`config.mk`:
```
export PLATFORM = sky130hd
export DESIGN_NAME = safeload_ctrl
export DESIGN_NICKNAME = d
export VERILOG_FILES = /design/src/rtl/safeload_pkg.sv /design/src/rtl/safeload_slot_bank.sv /design/src/rtl/safeload_commit_seq.sv /design/src/rtl/safeload_done_flag.sv /design/src/rtl/safeload_ctrl.sv
export SDC_FILE = /design/constraint.sdc
export NUM_CORES = 1
export LEC_CHECK = 0
export BUFFER_PORTS_ARGS = -buffer_cell sky130_fd_sc_hd__buf_2
export CAP_MARGIN = 20
export CORE_AREA = 2 2 146 91
export CTS_BUF_LIST = sky130_fd_sc_hd__clkbuf_4 sky130_fd_sc_hd__clkbuf_8 sky130_fd_sc_hd__clkbuf_16
export DETAILED_ROUTE_END_ITERATION = 16
export DIE_AREA = 0 0 148 93
export HOLD_SLACK_MARGIN = 0.12
export PLACE_DENSITY = 0.79
export SETUP_SLACK_MARGIN = 0.1
export SKIP_CTS_REPAIR_TIMING = 1
export SLEW_MARGIN = 20
export SYNTH_ARGS = -nofsm -noshare
export SYNTH_HDL_FRONTEND = slang
export SYNTH_SLANG_ARGS = --single-unit
```
`constraint.sdc`:
```
create_clock -name clk -period 2.4 [get_ports clk]
set_input_delay 0.12 -clock clk [delete_from_list [all_inputs] [get_ports clk]]
set_output_delay 0.12 -clock clk [all_outputs]
set_load 0.02 [all_outputs]
```
`src/rtl/safeload_pkg.sv`:
```
// Package: shared sizes and the state type of the safeload controller.
// Assumes: one staging slot per coefficient of a biquad section.
package safeload_pkg;
    localparam int SL_SLOTS  = 5;
    localparam int SL_ADDR_W = 8;
    localparam int SL_DATA_W = 22;

    typedef enum logic [1:0] {
        SL_IDLE   = 2'd0,
        SL_WAIT   = 2'd1,
        SL_COMMIT = 2'd2
    } sl_state_t;
endpackage

```
`src/rtl/safeload_slot_bank.sv`:
```
// Module: staging slots, each holding an address, a data word and a written mark.
// Assumes: wr_en is already gated off while a transfer is pending, so a write and
// a clear never land in the same cycle. An index of NUM_SLOTS or more matches no slot.
module safeload_slot_bank #(
    parameter int NUM_SLOTS = 5,
    parameter int ADDR_W    = 8,
    parameter int DATA_W    = 22,
    localparam int IDX_W    = $clog2(NUM_SLOTS)
) (
    input  logic              clk,
    input  logic              rst_n,
    input  logic              wr_en,
    input  logic [IDX_W-1:0]  wr_idx,
    input  logic [ADDR_W-1:0] wr_addr,
    input  logic [DATA_W-1:0] wr_data,
    input  logic              clr_written,
    input  logic [IDX_W-1:0]  rd_idx,
    output logic [ADDR_W-1:0] rd_addr,
    output logic [DATA_W-1:0] rd_data,
    output logic              rd_written
);
    logic [ADDR_W-1:0] addr_q [NUM_SLOTS];
    logic [DATA_W-1:0] data_q [NUM_SLOTS];
    logic [NUM_SLOTS-1:0] written_q;

    for (genvar g = 0; g < NUM_SLOTS; g++) begin : g_slot
        // Store the slot contents and set the written mark on a matching write.
        always_ff @(posedge clk) begin
            if (!rst_n) begin
                addr_q[g]    <= '0;
                data_q[g]    <= '0;
                written_q[g] <= 1'b0;
            end else begin
                if (clr_written) begin
                    written_q[g] <= 1'b0;
                end
                if (wr_en && wr_idx == IDX_W'(g)) begin
                    addr_q[g]    <= wr_addr;
                    data_q[g]    <= wr_data;
                    written_q[g] <= 1'b1;
                end
            end
        end
    end

    // Select the slot being committed.
    always_comb begin
        rd_addr    = '0;
        rd_data    = '0;
        rd_written = 1'b0;
        for (int i = 0; i < NUM_SLOTS; i++) begin
            if (rd_idx == IDX_W'(i)) begin
                rd_addr    = addr_q[i];
                rd_data    = data_q[i];
                rd_written = written_q[i];
            end
        end
    end
endmodule

```
`src/rtl/safeload_commit_seq.sv`:
```
// Module: sequencer for arming, waiting for the free window and walking the slots.
// Assumes: free_start is a one-cycle strobe promising NUM_SLOTS access-free cycles
// that follow it. The walk visits every slot in one cycle each, starting with slot 0.
module safeload_commit_seq #(
    parameter int NUM_SLOTS = 5,
    localparam int IDX_W    = $clog2(NUM_SLOTS)
) (
    input  logic             clk,
    input  logic             rst_n,
    input  logic             arm,
    input  logic             free_start,
    output logic             busy,
    output logic             committing,
    output logic [IDX_W-1:0] idx,
    output logic             finish
);
    import safeload_pkg::*;

    sl_state_t        state_q;
    logic [IDX_W-1:0] idx_q;

    assign busy       = (state_q != SL_IDLE);
    assign committing = (state_q == SL_COMMIT);
    assign idx        = idx_q;
    assign finish     = committing && (idx_q == IDX_W'(NUM_SLOTS - 1));

    // Step the state through idle, waiting and commit.
    always_ff @(posedge clk) begin
        if (!rst_n) begin
            state_q <= SL_IDLE;
            idx_q   <= '0;
        end else begin
            case (state_q)
                SL_IDLE: begin
                    if (arm) state_q <= SL_WAIT;
                end
                SL_WAIT: begin
                    if (free_start) begin
                        state_q <= SL_COMMIT;
                        idx_q   <= '0;
                    end
                end
                SL_COMMIT: begin
                    if (finish) begin
                        state_q <= SL_IDLE;
                        idx_q   <= '0;
                    end else begin
                        idx_q <= idx_q + 1'b1;
                    end
                end
                default: state_q <= SL_IDLE;
            endcase
        end
    end
endmodule

```
`src/rtl/safeload_done_flag.sv`:
```
// Module: sticky completion flag, cleared by a status read.
// Assumes: when a set and a clear fall in the same cycle, the set wins.
module safeload_done_flag (
    input  logic clk,
    input  logic rst_n,
    input  logic set,
    input  logic rd_clr,
    output logic done
);
    // Keep the flag until it is read; a completion in the same cycle wins.
    always_ff @(posedge clk) begin
        if (!rst_n)      done <= 1'b0;
        else if (set)    done <= 1'b1;
        else if (rd_clr) done <= 1'b0;
    end
endmodule

```
`src/rtl/safeload_ctrl.sv`:
```
// Module: top of the atomic coefficient safeload controller.
// Assumes: the core raises core_free_start only when the next five cycles leave the
// parameter RAM untouched. RAM write outputs are combinational from the sequencer
// state and the slot bank.
module safeload_ctrl #(
    parameter int NUM_SLOTS = safeload_pkg::SL_SLOTS,
    parameter int ADDR_W    = safeload_pkg::SL_ADDR_W,
    parameter int DATA_W    = safeload_pkg::SL_DATA_W,
    localparam int IDX_W    = $clog2(NUM_SLOTS)
) (
    input  logic              clk,
    input  logic              rst_n,
    input  logic              slot_wr_en,
    input  logic [IDX_W-1:0]  slot_wr_idx,
    input  logic [ADDR_W-1:0] slot_wr_addr,
    input  logic [DATA_W-1:0] slot_wr_data,
    input  logic              arm,
    input  logic              status_rd,
    input  logic              core_free_start,
    output logic              pending,
    output logic              done,
    output logic              ram_we,
    output logic [ADDR_W-1:0] ram_addr,
    output logic [DATA_W-1:0] ram_wdata
);
    logic             busy;
    logic             committing;
    logic             finish;
    logic [IDX_W-1:0] cur_idx;
    logic             cur_written;

    safeload_commit_seq #(.NUM_SLOTS(NUM_SLOTS)) i_seq (
        .clk        (clk),
        .rst_n      (rst_n),
        .arm        (arm),
        .free_start (core_free_start),
        .busy       (busy),
        .committing (committing),
        .idx        (cur_idx),
        .finish     (finish)
    );

    safeload_slot_bank #(
        .NUM_SLOTS (NUM_SLOTS),
        .ADDR_W    (ADDR_W),
        .DATA_W    (DATA_W)
    ) i_bank (
        .clk         (clk),
        .rst_n       (rst_n),
        .wr_en       (slot_wr_en && !busy),
        .wr_idx      (slot_wr_idx),
        .wr_addr     (slot_wr_addr),
        .wr_data     (slot_wr_data),
        .clr_written (finish),
        .rd_idx      (cur_idx),
        .rd_addr     (ram_addr),
        .rd_data     (ram_wdata),
        .rd_written  (cur_written)
    );

    safeload_done_flag i_done (
        .clk    (clk),
        .rst_n  (rst_n),
        .set    (finish),
        .rd_clr (status_rd),
        .done   (done)
    );

    assign pending = busy;
    assign ram_we  = committing && cur_written;
endmodule

```
# Yosys cells after proc, flatten, opt, wreduce, memory -nomap -nowiden
# Memories as Yosys holds them, arrays and structs flattened.
# Index checks and enable logic that the tools add are counted.
[totals]
regBits = 11
latchBits = 0
ramBits = 150
romBits = 0
in_bits = 39
out_inout_bits = 33
memories = 2
[memory_table]
columns = ["memory", "words", "width", "read_ports", "rd_clocked_by_memory_dff", "write_ports", "line_no", "rtl"]
rows = [
  ["i_bank.data_q", 5, 22, 5, 0, 5, "safeload_slot_bank.sv:23", "logic [DATA_W-1:0] data_q [NUM_SLOTS];"],
  ["i_bank.addr_q", 5, 8, 5, 0, 5, "safeload_slot_bank.sv:22", "logic [ADDR_W-1:0] addr_q [NUM_SLOTS];"],
]
[classes]
add_sub_neg = 1
multipliers = 0
n_div = 0
order_cmp = 0
n_eq_ne = 13
shift = 0
mux = 56
bitwise = 10
reduce_logical = 22
[ops]
columns = ["cell", "count"]
rows = [
  ["22-bit 2-to-1 mux", 10],
  ["8-bit 2-to-1 mux", 10],
  ["1-bit 2-to-1 mux", 29],
  ["2-bit nonzero test", 8],
  ["3-bit by 2-bit == test with 1-bit output (second input constant)", 4],
  ["1-bit OR", 10],
  ["1-bit logical AND", 8],
  ["3-bit by 1-bit == test with 1-bit output (second input constant)", 2],
  ["3-bit == test (second input constant)", 2],
  ["3-bit zero test", 2],
  ["2-bit 2-to-1 mux", 3],
  ["3-bit 2-to-1 mux", 2],
  ["2-bit case mux with 3 select lines", 1],
  ["3-bit case mux with 2 select lines", 1],
  ["2-bit != test (second input constant)", 2],
  ["3-bit by 1-bit adder with 3-bit output (second input constant)", 1],
  ["3-bit AND reduction", 1],
  ["2-bit by 1-bit == test with 1-bit output (second input constant)", 1],
  ["2-bit == test (second input constant)", 1],
  ["2-bit zero test", 1],
  ["2-bit by 1-bit != test with 1-bit output (second input constant)", 1],
  ["2-bit AND reduction", 1],
  ["1-bit zero test", 1],
]

# Depth between registers and ports, before layout
[depth]
ltp_word = 8
depth_mapped = 7
depth_no_buf = 5

# Hierarchy
# A second synthesis with hierarchy kept.
[hier_totals]
cells_unflattened = 562
area_unflattened_um2 = 7413.4
[modules_own_cells]
columns = ["mod", "n_inst", "cells_each", "area_each_um2", "seq_area_each_um2"]
rows = [
  ["safeload_slot_bank", 1, 527, 7096.8, 4604.4],
  ["safeload_commit_seq", 1, 30, 255.2, 100.1],
  ["safeload_done_flag", 1, 3, 41.3, 20.0],
  ["safeload_ctrl", 1, 2, 20.0, 0.0],
]

# Least setup slack after synthesis
# No wires, ideal clock.
[synth_path]
path_type = "register -> register"
start = "reg i_seq.state_q[0]"
end = "mem i_bank.addr_q[3][0] (enable)"
setup_ns = 0.387
arrival_time_ns = 1.680
setup_slack_ns = 0.333
path_stages_with_launch = 5
n_path_buf = 1
period_less_slack_ns = 2.067
cell_sequence = "dfxtp_1 -> nor3_2 -> nand4_1 -> clkbuf_1 -> nand2_1"
[synth_lines]
columns = ["element", "line_no", "rtl"]
rows = [
  ["start, declared", "safeload_commit_seq.sv:19", "sl_state_t state_q;"],
  ["start signal, assigned", "safeload_commit_seq.sv:30", "state_q <= SL_IDLE;"],
  ["start signal, assigned", "safeload_commit_seq.sv:35", "if (arm) state_q <= SL_WAIT;"],
  ["start signal, assigned", "safeload_commit_seq.sv:39", "state_q <= SL_COMMIT;"],
  ["end, declared", "safeload_slot_bank.sv:22", ""],
]

# Final worst setup path
[layout_path]
start = "reg i_seq.idx_q[1] (netlist: i_seq.idx[1])"
end = "out ram_wdata[8]"
[layout_via]
elab_chain_cells = 6
elab_cells_between_ends = 10
cone_classes = "eq/ne: 4; mux: 5; reduce/logical: 1"
[layout_lines]
columns = ["element", "line_no", "rtl"]
rows = [
  ["start, declared", "safeload_commit_seq.sv:20", "logic [IDX_W-1:0] idx_q;"],
  ["start signal, assigned", "safeload_commit_seq.sv:48", "idx_q <= idx_q + 1'b1;"],
  ["3-bit zero test", "safeload_slot_bank.sv:52", "if (rd_idx == IDX_W'(i)) begin"],
  ["22-bit 2-to-1 mux (4 in a row)", "safeload_slot_bank.sv:52", ""],
  ["22-bit 2-to-1 mux *", "safeload_slot_bank.sv:52", ""],
  ["end, declared", "safeload_ctrl.sv:24", "output logic [DATA_W-1:0] ram_wdata"],
]
# Every way passes the cells marked *; elsewhere a longest branch is shown, timed or not.

==> metrics.cfg <==
[sta]
period_share_pct=99.19
clock_skew_ps=6.160
slew_headroom_pct=65.22
fmax_mhz=420.1
worst_pin_slew_ps=521.8
hold_viol=0
min_period_ps=2381
slew_viol_final=0
setup_viol=0
setup_slack_ps=19.43
rsz0062_at_grt=yes

[floorplan]
start_util_pct=57.78
core-area_um2=12490
ioPinCount=72
die_h_um=93
die-area_um2=13760
die_w_um=148
rows=32

[routing]
via_per_inst=6.077
first_pass_iters=5
num_vias=5579
wl_met2_mm=9.665
met1Wirelength_mm=7.480
drtIter0Drc=635
ant_nets=0
drt-total-wl_mm=19.67
wire_per_inst_um=21.43
wl_met3_mm=2.179
maxUsedRoutingLayer=met4
drc=0

[clocking]
tritoncts=done
htree_levels=4
cts_sinks=161
cts_buffers=17
insertion_delay_ps=410
cts_buffer_depth=2
clkTransAtPathRegs_ps=70
clock-root-buffer=clkbuf_16

[logic_synthesis]
synth_compound_area_share_pct=11.86
synth_edf_count=150
synth.yosys.seq_area_share_pct=65.45
netlist-cell-type-count=29
synthSimpleGateAreaFrac_pct=16.52
synth-main-ff-cell=edfxtp_1
synth_top_family_by_area=simple AND/OR/NAND/NOR gates
syn-num-nets=704
avgSynthCellArea_um2=10.94
synth_warnings=0
async_flop_share_pct=0
synthAdderAreaFrac_pct=0.8667
syn-instance-count=660
synth_xor_xnor_area_share_pct=0
netlist_area_um2=7218
synthMuxAreaShare_pct=0.1387
ys_seq_elements=161

[global_route]
grt_pass1_wl_mm=29.07
grt_overflow=0
antenna_found_initial=0
grt_use_total_pct=28.29
grt_max_degree=47
grt_pass1_vias=5410

[critical_path]
critPathLaunchType=flop
crit_path_max_fanout=6
r2r_setup_slack_ps=590
worstPathArrival_ps=2260
crit_required_ps=2280
setup.worst_path.end_class=primary output
crit_type=reg -> out

[placement]
place_ws_ps=233.2
place_area_um2=7796
routabilityCongestion=0.8339
port_buffers=71
place_hpwl_mm=10.52

[pwr]
p_per_area_nw_per_um2=751.0
irDropWorstVdd_v=0.0006212
p_leak_nw=3.337
total_power_mw=6.624

[cells_and_area]
num_antenna_cells=0
mostFrequentLayoutCell=nor2_1
area.growth.synth_to_final_pct=22.19
layout_common_cells=nor2_1 (182), edfxtp_1 (150), a21oi_1 (77)
layout-drive-gt1-share_pct=22.19
nets=779
final_cell_area_um2=8820

[outcome]
outcome=finished clean

[run]
drv_cap=0

[min_path]
hp-class=in -> reg

==> cell type report <==
| class | count | area (um^2) |
|---|---|---|
| Clock buffer | 18 | 432.9 |
| Clock inverter | 14 | 178.9 |
| Fill cell | 914 | 3672 |
| Inverter | 36 | 135.1 |
| Multi-Input combinational cell | 412 | 2270 |
| Sequential cell | 161 | 4730 |
| Tap cell | 170 | 212.7 |
| Timing Repair Buffer | 107 | 860.8 |
==> critical path: stages, from the launching register on <==
cell	delay [ps]
dfxtp_2	350
ha_4	170
ha_4	150
or2_4	310
buf_12	160
a221o_1	300
a21oi_2	220
buf_4	180
==> routing by layer <==
layer	up-vias	GRT usage, %
met5	-	0
met4	0	7.143
met3	32	6.341
met2	360	47.72
met1	2713	37.80
li1	2474	-
==> synth_stat cells (2+ instances only) <==
cell      count  area, um^2
a21oi_1      96       480.5
nand2_1      38       142.6
nor2b_1       3       18.77
nor2_1      182       683.2
nand4b_1      2       17.52
nand3b_1     31       232.7
buf_2        19       95.09
edfxtp_1    150        4504
buf_6         3       33.78
inv_1        36       135.1
a221o_1      30       300.3
nand3_1       7       35.03
a2bb2o_1      5       50.05
clkbuf_1     29       108.9
ha_1          5       62.56
dfxtp_1      11       220.2
==> state kept, by name, indices dropped and copies added, names as in the netlist <==
name / count
i_done.done: 1
i_seq.idx: 3
i_seq.state_q: 2
i_bank.addr_q: 40
i_bank.written_q: 5
i_bank.data_q: 110
==> report_power, final <==
group	internal [mW]	switching, mW	leakage (nW)
Combinational	0.227	0.370	1.38
Clock	1.67	1.13	0.297
Sequential	3.18	0.0407	1.66
==> cells by family (layout without fill, tap and decap cells) <==
| group | after synthesis | after routing |
|---|---|---|
| buffers and inverters | 87 | 175 |
| adder cells (fa/ha/maj) | 5 | 5 |
| flip-flops | 161 | 161 |
| AND/OR/NAND/NOR | 272 | 272 |
| AO/OA/AOI/OAI | 134 | 134 |
| multiplexers | 1 | 1 |
==> per-stage QoR <==
| stage | hold slack (ps) | cells | TNS (ps) | utilization, % |
|---|---|---|---|---|
| floorplan | 312.1 | 660 | 0 | - |
| global placement | 403.2 | 876 | 0 | 62.41 |
| detailed placement | 431.5 | 876 | 0 | 62.41 |
| CTS | 1.030 | 908 | -2436 | 67.31 |
| global route | 120.6 | 918 | -11.81 | 70.60 |
| finish | 94.78 | 918 | 0 | 70.60 |
==> final timing paths <==
| check | from | to | cells after the start |
|---|---|---|---|
| setup / recovery | i_seq.idx[1] | ram_wdata[8] | 7 |
| hold / removal | slot_wr_data[1] | i_bank.data_q[3][1] | 3 |
| setup reg to reg | i_seq.idx[0] | i_bank.written_q[4] | 6 |
| hold reg to reg | i_bank.written_q[0] | i_bank.written_q[0] | 1 |
No activity file was read; power rests on OpenSTA's default activity.
